`src/rtl/pkf_pkg.sv`:
```
package pkf_pkg;

    localparam logic [7:0] CH_SPACE = 8'h20;
    localparam logic [7:0] CH_TAB   = 8'h09;
    localparam logic [7:0] CH_LF    = 8'h0A;
    localparam logic [7:0] CH_CR    = 8'h0D;
    localparam logic [7:0] CH_LO_A  = 8'h61;
    localparam logic [7:0] CH_LO_Z  = 8'h7A;
    localparam logic [7:0] CASE_BIT = 8'h20;

    function automatic logic is_blank(input logic [7:0] b);
        return (b == CH_SPACE) || (b == CH_TAB) || (b == CH_LF) || (b == CH_CR);
    endfunction

endpackage

```
`src/rtl/pkf_char_norm.sv`:
```
module pkf_char_norm
    import pkf_pkg::*;
(
    input  logic [7:0] raw_byte,
    output logic       blank,
    output logic [7:0] norm_byte
);
    logic lower;

    always_comb begin
        blank     = is_blank(raw_byte);
        lower     = (raw_byte >= CH_LO_A) && (raw_byte <= CH_LO_Z);
        norm_byte = lower ? (raw_byte & ~CASE_BIT) : raw_byte;
    end
endmodule

```
`src/rtl/pkf_lane_xor.sv`:
```
module pkf_lane_xor #(
    parameter int LANES = 8,
    localparam int IDX_W = $clog2(LANES),
    localparam int KEY_W = LANES * 8
) (
    input  logic [KEY_W-1:0] lanes_in,
    input  logic [IDX_W-1:0] lane_sel,
    input  logic [7:0]       data,
    input  logic             enable,
    output logic [KEY_W-1:0] lanes_out
);
    for (genvar k = 0; k < LANES; k++) begin : g_lane
        logic hit;
        assign hit = enable && (lane_sel == IDX_W'(k));
        assign lanes_out[8*k +: 8] = hit ? (lanes_in[8*k +: 8] ^ data)
                                         : lanes_in[8*k +: 8];
    end
endmodule

```
`src/rtl/pkf_len_judge.sv`:
```
module pkf_len_judge #(
    parameter int LEN_W   = 8,
    parameter int MIN_LEN = 6,
    parameter int MAX_LEN = 40
) (
    input  logic [LEN_W-1:0] len,
    output logic             in_range
);
    localparam logic [LEN_W-1:0] LO = LEN_W'(MIN_LEN);
    localparam logic [LEN_W-1:0] HI = LEN_W'(MAX_LEN);

    always_comb begin
        in_range = (len >= LO) && (len <= HI);
    end
endmodule

```
`src/rtl/pwd_key_fold.sv`:
```
module pwd_key_fold #(
    parameter int LANES   = 8,
    parameter int LEN_W   = 8,
    parameter int MIN_LEN = 6,
    parameter int MAX_LEN = 40,
    localparam int IDX_W  = $clog2(LANES),
    localparam int KEY_W  = LANES * 8
) (
    input  logic             clk,
    input  logic             rst_n,
    input  logic             in_valid,
    input  logic             in_start,
    input  logic             in_last,
    input  logic [7:0]       in_byte,
    output logic             key_valid,
    output logic [KEY_W-1:0] key_out,
    output logic [LEN_W-1:0] key_len,
    output logic             len_ok
);
    localparam logic [LEN_W-1:0] LEN_MAX = {LEN_W{1'b1}};

    typedef struct packed {
        logic             open;
        logic             strip;
        logic [LEN_W-1:0] cnt;
        logic [KEY_W-1:0] lanes;
        logic             kv;
        logic [KEY_W-1:0] kout;
        logic [LEN_W-1:0] klen;
        logic             kok;
    } state_t;

    state_t st_d, st_q;

    // character path
    logic       blank;
    logic [7:0] norm_byte;

    pkf_char_norm u_norm (
        .raw_byte (in_byte),
        .blank    (blank),
        .norm_byte(norm_byte)
    );

    // per-byte base state (restart on a start marker)
    logic             take;
    logic             keep;
    logic             strip_base;
    logic [LEN_W-1:0] cnt_base;
    logic [LEN_W-1:0] cnt_next;
    logic [KEY_W-1:0] lanes_base;
    logic [KEY_W-1:0] lanes_next;
    logic             next_ok;

    always_comb begin
        take       = in_valid && (in_start || st_q.open);
        strip_base = in_start ? 1'b1 : st_q.strip;
        cnt_base   = in_start ? '0 : st_q.cnt;
        lanes_base = in_start ? '0 : st_q.lanes;
        keep       = take && !(strip_base && blank);
        if (keep && (cnt_base != LEN_MAX)) begin
            cnt_next = cnt_base + LEN_W'(1);
        end else begin
            cnt_next = cnt_base;
        end
    end

    pkf_lane_xor #(
        .LANES(LANES)
    ) u_xor (
        .lanes_in (lanes_base),
        .lane_sel (cnt_base[IDX_W-1:0]),
        .data     (norm_byte),
        .enable   (keep),
        .lanes_out(lanes_next)
    );

    pkf_len_judge #(
        .LEN_W  (LEN_W),
        .MIN_LEN(MIN_LEN),
        .MAX_LEN(MAX_LEN)
    ) u_judge (
        .len     (cnt_next),
        .in_range(next_ok)
    );

    always_comb begin
        st_d    = st_q;
        st_d.kv = 1'b0;
        if (take) begin
            st_d.open  = !in_last;
            st_d.strip = strip_base && !keep;
            st_d.cnt   = cnt_next;
            st_d.lanes = lanes_next;
            if (in_last) begin
                st_d.kv   = 1'b1;
                st_d.kout = lanes_next;
                for (int k = 0; k < LANES; k++) begin
                    st_d.kout[8*k] = 1'b0;
                end
                st_d.klen = cnt_next;
                st_d.kok  = next_ok;
            end
        end
    end

    always_ff @(posedge clk) begin
        if (!rst_n) begin
            st_q <= '0;
        end else begin
            st_q <= st_d;
        end
    end

    assign key_valid = st_q.kv;
    assign key_out   = st_q.kout;
    assign key_len   = st_q.klen;
    assign len_ok    = st_q.kok;
endmodule

```
`config.mk`:
```
export PLATFORM = sky130hd
export DESIGN_NAME = pwd_key_fold
export DESIGN_NICKNAME = d
export VERILOG_FILES = /design/src/rtl/pkf_pkg.sv /design/src/rtl/pkf_char_norm.sv /design/src/rtl/pkf_lane_xor.sv /design/src/rtl/pkf_len_judge.sv /design/src/rtl/pwd_key_fold.sv
export SDC_FILE = /design/constraint.sdc
export NUM_CORES = 1
export LEC_CHECK = 0
export ABC_AREA = 1
export BUFFER_PORTS_ARGS = -buffer_cell sky130_fd_sc_hd__buf_2
export CAP_MARGIN = 20
export CORE_ASPECT_RATIO = 0.7
export CORE_MARGIN = 10
export CORE_UTILIZATION = 40
export DETAILED_ROUTE_END_ITERATION = 7
export GPL_TIMING_DRIVEN = 0
export PLACE_DENSITY_LB_ADDON = 0.25
export SLEW_MARGIN = 25
export SYNTH_ARGS = -nofsm -noshare
export SYNTH_HDL_FRONTEND = slang
export SYNTH_SLANG_ARGS = --single-unit
```
`constraint.sdc`:
```
create_clock -name clk -period 4.6 [get_ports clk]
set_clock_uncertainty 0.05 [all_clocks]
set_input_delay 0.46 -clock clk [delete_from_list [all_inputs] [get_ports clk]]
set_output_delay 0.46 -clock clk [all_outputs]
set_load 0.005 [all_outputs]
```
==> results of run 1 <==
-- per-layer routing --
metal,share of wire,up-vias
li1,-,3645
met1,0.48,3164
met2,0.44,196
met3,0.073,22
met4,0.0083,0
met5,0,-
-- cells in the final DEF (no fill, tap or decap), types with 9 or more instances in the layout --
cell type	n
nand2_1	277
o21ai_2	46
dfxtp_1	132
inv_1	176
nor2_1	161
a21oi_1	53
clkbuf_16	17
o21ai_1	39
buf_4	79
nand3_1	9
buf_2	91
xor2_1	13
clkbuf_1	21
o21ai_0	60
nand4_1	11
-- stage by stage --
step / util / hold WS (ps)
floorplan: - / 377
global placement: 0.443 / 388
detailed placement: 0.443 / 390
CTS: 0.475 / 270
global route: 0.475 / 292
finish: 0.475 / 285
-- flip-flops by register name, summed over array words and instances (netlist names) --
signal and cells:
key_len 8, key_out 56, key_valid 1, len_ok 1, st_q 66
-- report_power, final --
| group | internal (mW) | switching [mW] |
|---|---|---|
| Sequential | 1.20 | 0.0209 |
| Clock | 0.864 | 0.542 |
| Combinational | 0.126 | 0.265 |
-- cell families (layout without fill, tap and decap cells) --
| logic type | Yosys count | in the layout | synth area share |
|---|---|---|---|
| AOI/OAI and AO/OA | 204 | 204 | 0.159 |
| xor gates and xnor gates | 13 | 13 | 0.0149 |
| adders and majority gates | 6 | 6 | 0.00983 |
| buffers and inverters | 309 | 413 | 0.203 |
| DFF | 132 | 132 | 0.346 |
| other | 1 | 8 | 0.000491 |
| and+or+nand+nor | 485 | 485 | 0.266 |
-- worst min path at each step --
stage	startpoint	to	slack (ps)	cells past startpoint
2_1_floorplan	key_out[12]$_SDFFE_PN0P_	key_out[12]$_SDFFE_PN0P_	380	2
3_3_place_gp	key_out[42]$_SDFFE_PN0P_	key_out[42]$_SDFFE_PN0P_	390	2
3_5_place_dp	key_out[6]$_SDFFE_PN0P_	key_out[6]$_SDFFE_PN0P_	390	2
4_1_cts	rst_n	st_q[140]$_SDFFE_PN0P_	270	3
5_1_grt	rst_n	st_q[146]$_SDFFE_PN0P_	290	3
6_report	rst_n	st_q[140]$_SDFFE_PN0P_	290	3
-- final cells by class --
cell class,instances,area [µm²],area share
clock inverters,13,159,0.0178
multi-input cells,716,3470,0.389
flip-flops and latches,132,2640,0.296
clock buffers,19,443,0.0496
inverters,182,698,0.0782
plain buffers,127,856,0.0958
well taps,242,303,0.0339
repair buffers,72,360,0.0403
-- critical path, stage by stage (launching register included) --
cell     delay, ps
dfxtp_1        330
inv_1           50
nor2_1         370
ha_1           340
nand4_1        150
nor2_1         240
nand2_2        190
nand3_2        220
nand2_1         70
nand2_1        190
nor2_1          70
nand2_1         60
nand2_1         50
nand3_1        150
nand2_1         70
==> impl_metrics.csv, run 1 <==
group,metric,value,unit
layout,nets,1267,
floorplanning,core.rowCount,42,
drt,vias,7027,
sta,fin_crit,2730,ps
drt,wl_per_cell,14.1,µm
place,hpwl,15.2,mm
drt,dr.first_iter.drc_count,566,
yosys,synth.most_common_cell,"nand2_1",
yosys,synth_common_cells,"nand2_1 (277), inv_1 (176), nor2_1 (162)",
sta,worst_slew_pin_slew,760,ps
sta,finalSetupViolations,0,
flow_run,maxCapViolCount,0,
global_route,grt_pass1_vias,6421,
critical_path,critPathRequiredTime,4870,ps
clocking,numCtsBuffers,17,
clocking,clock-sinks,132,
sta,setup_ws,1870,ps
min_path,min_path_type,"primary input to flop",
global_route,overflow,0,
yosys,synthArstFlopShare,0,
layout,drive_gt1_frac,0.223,
layout,fin_area,8930,µm²
floorplanning,start_util,0.406,
sta,period_share,0.594,
power,finalPower,3.01,mW
sta,slew_headroom,0.493,
layout,nFillCells,1935,
critical_path,critPathCapture,"len_ok$_SDFFE_PN0P_",
global_route,busiest_layer,"met2",
global_route,antenna_found_initial,0,
floorplanning,core_area,18800,µm²
critical_path,crit_start,"st_q[138]$_SDFFE_PN0P_",
critical_path,r2r_start,"st_q[138]$_SDFFE_PN0P_",
yosys,yosysTopAreaCell,"dfxtp_1",
global_route,grt_use_met3,0.0431,
clocking,ctsRootBufferMaster,"clkbuf_16",
sta,tns,0,ps
critical_path,rr_worst_depth,14,
drt,postRouteAntennaNets,0,
yosys,netlist_area,7640,µm²
clocking,cts_max_level,4,
clocking,clock_latency,430,ps
critical_path,worstPathMaxFanout,9,
floorplanning,dieArea,25100,µm²
power,power.density,337,nW/µm²
yosys,synth-main-ff-cell,"dfxtp_1",
global_route,globalRouteTotalUtil,0.171,
place,preCtsSetupSlack,1640,ps
clocking,post_cts_buffers,0,
place,port_buffers,72,
clocking,cts_resized,0,
critical_path,worstSetupPathType,"flop to flop",
yosys,ys_warn_count,0,
critical_path,startpoint_type,"flop",
global_route,grt_pass1_wl,33.7,mm
clocking,holdBufCountCts,0,
layout,synthToLayoutAreaGrowth,16.9,%
yosys,syn_inst,1150,
sta,maxSlewViolCount,0,
status,status,"finished clean",
floorplanning,io_pins,87,
drt,routed_wl,21.2,mm
global_route,grt.met1_usage,0.228,
layout,final_cells,1503,
yosys,synth-edff-count,0,
drt,first_pass_iters,5,
global_route,grt_max_degree,17,
place,routabilityCongestion,0.888,
place,dp.cells,1471,
power,power.leakage,4.70,nW
critical_path,arrival,3000,ps
floorplanning,fp.dieH,136,µm
yosys,yosysSeqAreaShare,0.346,
critical_path,r2r-end,"len_ok$_SDFFE_PN0P_",
place,place_area,8330,µm²
critical_path,cp-end-kind,"flop",
yosys,yosysTopAreaCellShare,0.346,
sta,final_hold_viol_count,0,
global_route,met2_usage,0.274,
floorplanning,die_x,185,µm
yosys,netlist_top_cells_area,"dfxtp_1 (35%), nand2_1 (14%), inv_1 (8.6%)",
clocking,path_clk_slew,60,ps
yosys,ys_types,34,
critical_path,ff2ff_setup_slack,1870,ps
clocking,cts.path.max_buffers,2,
sta,rsz0062_at_grt,"no",
yosys,ys_ff_latch,132,
power,worst_ir_drop_vdd,0.257,mV
sta,fmax,0.366,GHz
yosys,syn-mean-instance-area,6.64,µm²
layout,num_antenna_cells,0,
drt,route.detailed.drc,0,
clocking,cts_tree,"built",
drt,via_per_inst,4.68,
(Power assumes the default switching activity.)
==> inputs of run 2 (changes only) <==
Settings changed: ABC_AREA 1 to 0.
Clock period 4.6 ns to 2.8 ns, I/O delays scaled along.
==> impl_metrics.csv, run 2 <==
group,metric,value,unit
global_route,grt.met1_usage,0.253,
power,worst_ir_drop_vdd,0.337,mV
global_route,grt_max_degree,17,
sta,slew_headroom,0.469,
critical_path,arrival,2990,ps
critical_path,cp-end-kind,"flop",
layout,largest_register_ffs,66,
yosys,netlist_top_cells_area,"dfxtp_1 (39%), a21oi_1 (9.6%), buf_4 (8.1%)",
floorplanning,core_area,16400,µm²
clocking,ctsRootBufferMaster,"clkbuf_16",
critical_path,startpoint_type,"flop",
global_route,overflow,0,
global_route,grt_pass1_wl,32.2,mm
status,status,"finished clean",
sta,finalSetupViolations,0,
drt,postRouteAntennaNets,0,
clocking,cts.path.max_buffers,2,
global_route,grt_use_met3,0.0485,
sta,setup_ws,57.2,ps
layout,nets,983,
yosys,synth_compound_area_frac,0.238,
sta,maxSlewViolCount,0,
global_route,met2_usage,0.255,
floorplanning,fp.dieH,129,µm
layout,regMostFlops,"st_q",
yosys,synth-simple-area-share,0.188,
min_path,min_path_type,"primary input to flop",
yosys,synthXorXnorAreaFrac,0.0363,
layout,final_core_util,0.492,
yosys,synthArstFlopShare,0,
sta,fmax,0.365,GHz
sta,final_hold_viol_count,0,
yosys,ys_ff_latch,132,
power,power.leakage,3.21,nW
drt,wl_per_cell,16.8,µm
yosys,synth-edff-count,0,
place,port_buffers,73,
clocking,clock-sinks,132,
yosys,synth.most_common_cell,"dfxtp_1",
yosys,yosysSeqAreaShare,0.391,
drt,vias,6237,
sta,tns,0,ps
drt,dr.first_iter.drc_count,632,
clocking,clock_latency,420,ps
clocking,cts_max_level,4,
floorplanning,die_x,175,µm
power,finalPower,4.85,mW
yosys,synth_common_cells,"dfxtp_1 (132), a21oi_1 (129), o21ai_0 (82)",
sta,period_share,0.980,
drt,routed_wl,20.2,mm
floorplanning,start_util,0.411,
drt,via_per_inst,5.18,
critical_path,worstSetupPathType,"flop to flop",
yosys,synth-main-ff-cell,"dfxtp_1",
flow_run,maxCapViolCount,0,
layout,mostFrequentLayoutCell,"dfxtp_1",
floorplanning,io_pins,87,
layout,synthToLayoutAreaGrowth,19.8,%
yosys,ys_warn_count,0,
place,preCtsSetupSlack,-745,ps
sta,fin_crit,2740,ps
yosys,ys_types,45,
sta,worst_slew_pin_slew,792,ps
clocking,path_clk_slew,60,ps
yosys,synthAdderAreaFrac,0.0111,
yosys,yosysTopAreaCell,"dfxtp_1",
clocking,holdBufCountCts,0,
clocking,cts_tree,"built",
critical_path,worstPathMaxFanout,9,
drt,first_pass_iters,5,
yosys,syn-mean-instance-area,7.81,µm²
place,routabilityCongestion,0.916,
global_route,globalRouteTotalUtil,0.177,
floorplanning,core.rowCount,39,
layout,layout_common_cells,"dfxtp_1 (132), a21oi_1 (128), o21ai_0 (82), buf_2 (81), buf_4 (74)",
yosys,netlist_area,6760,µm²
global_route,busiest_layer,"met2",
global_route,grt_pass1_vias,5911,
yosys,synth_top_family_by_area,"compound AO/OA/AOI/OAI gates",
yosys,yosysTopAreaCellShare,0.391,
clocking,post_cts_buffers,0,
layout,drive_gt1_frac,0.209,
layout,nFillCells,1617,
global_route,antenna_found_initial,2,
power,power.density,599,nW/µm²
yosys,synthMuxAreaShare,0.00630,
floorplanning,dieArea,22600,µm²
critical_path,critPathRequiredTime,3050,ps
yosys,syn_inst,865,
place,hpwl,14.2,mm
clocking,numCtsBuffers,17,
drt,route.detailed.drc,0,
[run 2: kinds of logic (layout without fill, tap and decap cells)]
group,count (synthesis),in the layout
AOI/OAI and AO/OA,280,280
and+or+nand+nor,260,260
buffers and inverters,154,259
DFF,132,132
xor gates and xnor gates,28,28
adders and majority gates,6,6
muxes,4,4
other,1,9
[run 2: report_power, final]
part	total (mW)	leakage, nW	internal, mW	switching [mW]
Sequential	2.00	1.08	1.96	0.0398
Combinational	0.545	1.85	0.218	0.327
Clock	2.30	0.289	1.42	0.884
[run 2: final timing paths]
kind / startpoint / depth (start not counted) / to / slack, ps
setup / recovery: st_q[139]$_SDFFE_PN0P_ / 9 / len_ok$_SDFFE_PN0P_ / 60
hold reg to reg: key_len[6]$_SDFFE_PN0P_ / 2 / key_len[6]$_SDFFE_PN0P_ / 410
setup reg to reg: st_q[139]$_SDFFE_PN0P_ / 9 / len_ok$_SDFFE_PN0P_ / 60
hold / removal: in_valid / 4 / st_q[135]$_SDFFE_PN0P_ / 240
[run 2: timing repair]
item,in CTS,in global routing
gates cloned,0,0
resized for setup,5,8
endpoints found under the setup margin,31,19
[run 2: layout make-up]
cell class,count,area [µm²],area share
clock buffer,19,443,0.0547
antenna,1,2.50,0.000309
inverter,9,33.8,0.00417
multi-input combinational,586,3320,0.411
sequential,132,2640,0.326
tap,225,282,0.0348
clock inverter,13,159,0.0196
buffer,145,845,0.104
timing repair buffer,73,365,0.0451
[run 2: per-stage QoR]
step	hold slack, ps	instances	instance area [µm²]
2_1_floorplan	385	872	6780
3_3_place_gp	393	1170	7430
3_5_place_dp	400	1170	7460
4_1_cts	227	1202	8080
5_1_grt	271	1203	8100
6_report	235	1203	8100
[run 2: critical path, cell delays in order, from the launching register on]
cell and delay (ps):
dfxtp_1 370, nor2b_1 380, ha_1 320, and4_1 290, a21oi_2 100, and2_1 200
buf_2 170, a311oi_1 440, and3_1 230, o41ai_2 70
[run 2: per-layer routing]
metal  routed length [µm]  vias to the layer above
met1                 9820                     2860
met5                    0                        -
met4                  191                        0
met2                 8180                      252
li1                     -                     3107
met3                 2060                       18
